[src/rtl/chaos_pkg.sv]
package chaos_pkg;
  localparam int DW    = 32;
  localparam int FRAC  = 16;
  localparam int DEF_N = 7;
  localparam int DEF_M = 3;

  // 0.5 on the diagonal, 0.25 on the cyclic superdiagonal
  function automatic logic [DEF_N*DEF_N*DW-1:0] default_amat();
    logic [DEF_N*DEF_N*DW-1:0] v;
    v = '0;
    for (int r = 0; r < DEF_N; r++) begin
      v[(r*DEF_N+r)*DW +: DW] = 32'h0000_8000;
      v[(r*DEF_N+((r+1)%DEF_N))*DW +: DW] = 32'h0000_4000;
    end
    return v;
  endfunction

  function automatic logic [DEF_M*DW-1:0] default_gain();
    logic [DEF_M*DW-1:0] v;
    for (int c = 0; c < DEF_M; c++) v[c*DW +: DW] = 32'h000C_0000 + 32'(c) * 32'h0001_0000;
    return v;
  endfunction

  function automatic logic [DEF_N*DW-1:0] default_init();
    logic [DEF_N*DW-1:0] v;
    for (int i = 0; i < DEF_N; i++) v[i*DW +: DW] = 32'h0000_1357 + 32'(i) * 32'h0000_2A4D;
    return v;
  endfunction
endpackage

[src/rtl/chaos_cipher_unit.sv]
module chaos_cipher_unit #(
  parameter int N  = 7,
  parameter int M  = 3,
  parameter int W  = 32
) (
  input  logic [N*W-1:0] x_i,
  input  logic [M*8-1:0] pix_i,
  output logic [M*W-1:0] fb_o
);
  localparam int FB_BASE = N - M;

  for (genvar c = 0; c < M; c++) begin : g_ch
    assign fb_o[c*W +: W] = x_i[(FB_BASE+c)*W +: W] ^ {{(W-8){1'b0}}, pix_i[c*8 +: 8]};
  end
endmodule

[src/rtl/chaos_map_row.sv]
module chaos_map_row #(
  parameter int N      = 7,
  parameter int M      = 3,
  parameter int W      = 32,
  parameter int FRAC   = 16,
  parameter int CTRL_W = 18,
  parameter int RW     = 3,
  parameter logic [N*N*W-1:0] A_MAT = '0,
  parameter logic [M*W-1:0]   G_VEC = '0
) (
  input  logic [RW-1:0]  row_i,
  input  logic [N*W-1:0] x_i,
  input  logic [M*W-1:0] fb_i,
  output logic [W-1:0]   sum_o
);
  localparam int FB_BASE = N - M;

  function automatic logic [W-1:0] fx_mul(input logic signed [W-1:0] a, input logic signed [W-1:0] b);
    logic signed [2*W-1:0] p;
    p = a * b;
    return p[FRAC +: W];
  endfunction

  logic signed [W-1:0]      a, y, acc, g, xs;
  logic signed [2*W-1:0]    pc;
  logic signed [CTRL_W-1:0] cv;
  int                       r, k;

  always_comb begin
    r   = int'(row_i);
    k   = (r >= FB_BASE) ? r - FB_BASE : 0;
    acc = '0;
    for (int j = 0; j < N; j++) begin
      a = A_MAT[(r*N+j)*W +: W];
      y = x_i[j*W +: W];
      if (j >= FB_BASE && j != r) y = fb_i[(j-FB_BASE)*W +: W];
      acc = acc + fx_mul(a, y);
    end
    g  = G_VEC[k*W +: W];
    xs = x_i[r*W +: W];
    pc = g * xs;
    cv = pc[FRAC +: CTRL_W];
    if (r >= FB_BASE) acc = acc + {{(W-CTRL_W){cv[CTRL_W-1]}}, cv};
    sum_o = acc;
  end
endmodule

[src/rtl/chaos_tdm_encryptor.sv]
module chaos_tdm_encryptor #(
  parameter int N      = chaos_pkg::DEF_N,
  parameter int M      = chaos_pkg::DEF_M,
  parameter int W      = chaos_pkg::DW,
  parameter int FRAC   = chaos_pkg::FRAC,
  parameter int CTRL_W = 18,
  parameter logic [N*N*W-1:0] A_MAT  = chaos_pkg::default_amat(),
  parameter logic [M*W-1:0]   G_VEC  = chaos_pkg::default_gain(),
  parameter logic [N*W-1:0]   INIT_X = chaos_pkg::default_init()
) (
  input  logic                 clk_i,
  input  logic                 rst_ni,
  input  logic                 in_valid_i,
  output logic                 in_ready_o,
  input  logic [M*8-1:0]       in_pix_i,
  output logic                 out_valid_o,
  output logic [$clog2(M)-1:0] out_chan_o,
  output logic [7:0]           out_data_o
);
  localparam int RW = $clog2(N);
  localparam int CW = $clog2(M);

  logic          busy_q;
  logic [RW-1:0] row_q;
  logic [N*W-1:0] x_q, nx_q;
  logic [M*W-1:0] fb_q, fb_d;
  logic [W-1:0]   row_sum;
  logic           accept;

  assign accept = in_valid_i & ~busy_q;

  chaos_cipher_unit #(.N(N), .M(M), .W(W)) u_cipher (
    .x_i  (x_q),
    .pix_i(in_pix_i),
    .fb_o (fb_d)
  );

  chaos_map_row #(
    .N(N), .M(M), .W(W), .FRAC(FRAC), .CTRL_W(CTRL_W), .RW(RW),
    .A_MAT(A_MAT), .G_VEC(G_VEC)
  ) u_row (
    .row_i(row_q),
    .x_i  (x_q),
    .fb_i (fb_q),
    .sum_o(row_sum)
  );

  always_ff @(posedge clk_i or negedge rst_ni) begin
    if (!rst_ni) begin
      busy_q <= 1'b0;
      row_q  <= '0;
      x_q    <= INIT_X;
      nx_q   <= '0;
      fb_q   <= '0;
    end else if (accept) begin
      busy_q <= 1'b1;
      row_q  <= '0;
      fb_q   <= fb_d;
    end else if (busy_q) begin
      nx_q[int'(row_q)*W +: W] <= row_sum;
      row_q <= row_q + 1'b1;
      if (row_q == RW'(N-1)) begin
        busy_q <= 1'b0;
        for (int i = 0; i < N; i++)
          x_q[i*W +: W] <= (i == N-1) ? row_sum : nx_q[i*W +: W];
      end
    end
  end

  // byte emission overlaps the first M row computations
  assign in_ready_o  = ~busy_q;
  assign out_valid_o = busy_q && (row_q < RW'(M));
  assign out_chan_o  = CW'(row_q);
  assign out_data_o  = fb_q[int'(out_chan_o)*W +: 8];
endmodule

[config.mk]
export PLATFORM = sky130hd
export DESIGN_NAME = chaos_tdm_encryptor
export DESIGN_NICKNAME = d
export VERILOG_FILES = /design/src/rtl/chaos_pkg.sv /design/src/rtl/chaos_cipher_unit.sv /design/src/rtl/chaos_map_row.sv /design/src/rtl/chaos_tdm_encryptor.sv
export SDC_FILE = /design/constraint.sdc
export NUM_CORES = 2
export LEC_CHECK = 0
export ABC_CLOCK_PERIOD_IN_PS = 23400
export BUFFER_PORTS_ARGS = -buffer_cell sky130_fd_sc_hd__buf_2
export CORE_MARGIN = 4
export CORE_UTILIZATION = 25
export CTS_BUF_LIST = sky130_fd_sc_hd__clkbuf_16
export CTS_CLUSTER_SIZE = 16
export DETAILED_ROUTE_END_ITERATION = 16
export GPL_TIMING_DRIVEN = 0
export PLACE_DENSITY = 0.43
export SETUP_SLACK_MARGIN = 0.4
export SYNTH_ARGS = -nofsm -noshare
export SYNTH_HDL_FRONTEND = slang
export SYNTH_SLANG_ARGS = --single-unit
[constraint.sdc]
create_clock -name clk_i -period 23.4 [get_ports clk_i]
set_input_delay 7.02 -clock clk_i [delete_from_list [all_inputs] [get_ports clk_i]]
set_output_delay 7.02 -clock clk_i [all_outputs]
set_load 0.05 [all_outputs]
==> flow_metrics.tcl <==
set metrics [dict create \
    path_clk_slew_ns 0.06 \
    antenna_found_initial 19 \
    crit_fanout 10 \
    cts_resized 0 \
    die_h_um 503 \
    core-area_um2 243000 \
    fin_crit_sh_pct 92.3 \
    cts_tree "built" \
    cp_top_family "adder cells" \
    post-route-util_pct 27.9 \
    tns_ns 0 \
    first_global_vias 45900 \
    routed_wl_um 213000 \
    cp_common_cell "ha_1" \
    grt_pass1_wl_um 313000 \
    grt_overflow 0 \
    synth.avg_cell_area_um2 9.25 \
    drtPass1Iterations 5 \
    synth_top_area_share_pct 31.0 \
    grt_usage_pct 16.9 \
    syn_nets 8452 \
    place.gp.congestion 0.922 \
    clockBufferDepth 3 \
    fillers 26200 \
    ys_top_cells_by_area "ha_1, dfrtp_1, fa_1" \
    syn_inst 6614 \
    syn_to_final_growth_pct 11.0 \
    ant_nets 0 \
    layout_common_cells "ha_1, nand2_1, inv_1" \
    finalHoldViolations 0 \
    cts-buffers-inserted 69 \
    yosys_warnings 0 \
    rows 181 \
    yosys.cell_types.count 90 \
    status "completed" \
    startpoint_type "flop" \
    nNetsFinal 8574 \
    cp_slowest_stage_delay_ns 1.06 \
    min_path_type "reg2reg" \
    endpoint_kind "flop" \
    clock_sinks 516 \
    slowest_stage "a21boi_1" \
    drt_iter0_drc 3343 \
    setup_slack_ns 1.80 \
    dpl.hpwl_um 182000 \
    h-tree-depth 3 \
    viasPerCell 4.65 \
    final_common_cell "ha_1" \
    synth.cell_area_um2 61200 \
    die_w_um 503 \
    vias 46500 \
    relSlewSlack_pct 6.55 \
    cts-root-buf "clkbuf_16" \
    drc 0 \
    die_area_um2 253000 \
    synth_edf_count 0 \
    slew_viol_final 0 \
    drive_above_1_share_pct 5.77 \
    fmax_mhz 46.3 \
    period_needed_ns 21.60 \
    path_class "reg2reg" \
    multiInputGateArea_um2 44700 \
    worst_pin_slew_ns 1.40 \
    placed_area_um2 65700 \
    initial_core_util_pct 25.1 \
    cts_setup_buffers 0 \
    synth_seq_cells 516 \
    timing.critical_path.buf_inv 12 \
    pre_cts_slack_ns 1.87 \
    numPortBuffers 38 \
    async_flop_share_pct 100 \
    io_pins 39 \
    grt_max_degree 108 \
    critPathArrivalTime_ns 22.09 \
    synth_ff_type "dfrtp_1" \
    cp_data_required_time_ns 23.89 \
    rsz0062_at_grt "no" \
    yosys.area.top_type "ha_1" \
    finalClockSkew_ns 0.0336 \
    hold_buffers 0 \
    synth_seq_area_share_pct 21.2 \
    routedWlPerCell_um 21.3 \
    setup_viol 0 \
    clock_latency_ns 0.69 \
    seqCellArea_um2 13000 \
    fin_area_um2 67900 \
    cap_viol_max_count 0 \
]
## synthesized netlist by cell type, types with 7 or more instances
library cell	n
a211oi_1	18
o31a_1	7
o22ai_1	17
o221ai_1	22
mux2_2	81
nand4_1	15
or3_1	12
ha_1	1516
inv_1	710
xor2_1	110
mux4_2	19
nor2b_1	35
nand3_1	45
or2_2	29
o21bai_1	33
o21a_1	55
nor3_1	35
o211ai_1	7
clkbuf_1	192
and2_1	223
nand2_1	974
xnor2_1	226
and3_1	50
o21ai_1	55
nand3b_1	10
dfrtp_1	458
a31oi_1	25
a21boi_0	8
o31ai_1	64
mux2i_1	128
a21o_1	92
o21ai_0	259
nand2b_1	47
fa_1	295
a21oi_1	191
nor2_1	366
dfstp_2	58
## through the flow
step | hold slack, ns | cells
3_3_place_gp | 0.444 | 9854
2_1_floorplan | 0.433 | 6614
4_1_cts | 0.428 | 9994
6_report | 0.448 | 9998
5_1_grt | 0.479 | 9994
3_5_place_dp | 0.450 | 9867
## state kept, by name (all words and copies together) (netlist names)
name    cells
row_q       3
fb_q       96
x_q       224
busy_q      1
nx_q      192
## metal layers
layer	part of all wire, %	vias up	global-route usage, %	wire length, um
li1	-	22600	-	-
met1	47	22700	23.3	99700
met2	45	969	27.4	96400
met3	4.3	226	2.02	9210
met4	3.7	6	5.47	7910
met5	0.019	-	0	41
## logic make-up (layout without fill, tap and decap cells)
kind of cell | count (synthesis) | after routing | share of synthesized area, %
fa+ha+maj | 1813 | 1813 | 40.7
flops | 516 | 516 | 21.2
buf+inv | 920 | 1098 | 5.68
other cells | 0 | 4 | 0
simple gates | 1866 | 1866 | 13.5
xor+xnor | 338 | 338 | 4.89
compound gates | 931 | 931 | 9.63
mux | 230 | 230 | 4.34
## tightest hold or removal path, cell delays in order (launching register included)
cell and delay [ns]:
dfrtp_1 0.34, nand2_1 0.05, nand2_1 0.05
## cell type report
class                      instances  share of cell area [%]
tap                             3202                    5.90
clock inverter                    56                   0.673
timing repair buffer              51                   0.654
clock buffer                      71                    2.62
inverter                         712                    3.94
multi-input combinational       5178                    65.9
sequential                       516                    19.1
antenna                            4                  0.0147
buffer                           208                    1.20
## final timing paths
check	start	cells after the start	slack, ns	end
worst max-delay path	row_q[1]$_DFFE_PN0P_	66	1.80	nx_q[126]$_DFFE_PN0P_
worst min-delay path	nx_q[174]$_DFFE_PN0P_	2	0.45	x_q[174]$_DFFE_PN1P_
worst max register to register	row_q[1]$_DFFE_PN0P_	66	1.80	nx_q[126]$_DFFE_PN0P_
worst min register to register	nx_q[174]$_DFFE_PN0P_	2	0.45	x_q[174]$_DFFE_PN1P_
max in group asynchronous	rst_ni	3	15.47	fb_q[66]$_DFFE_PN0P_
min in group asynchronous	rst_ni	1	6.37	fb_q[27]$_DFFE_PN0P_
Power is not shown: default switching activity piles up to over one toggle a cycle in this logic, so the estimate is an artifact.
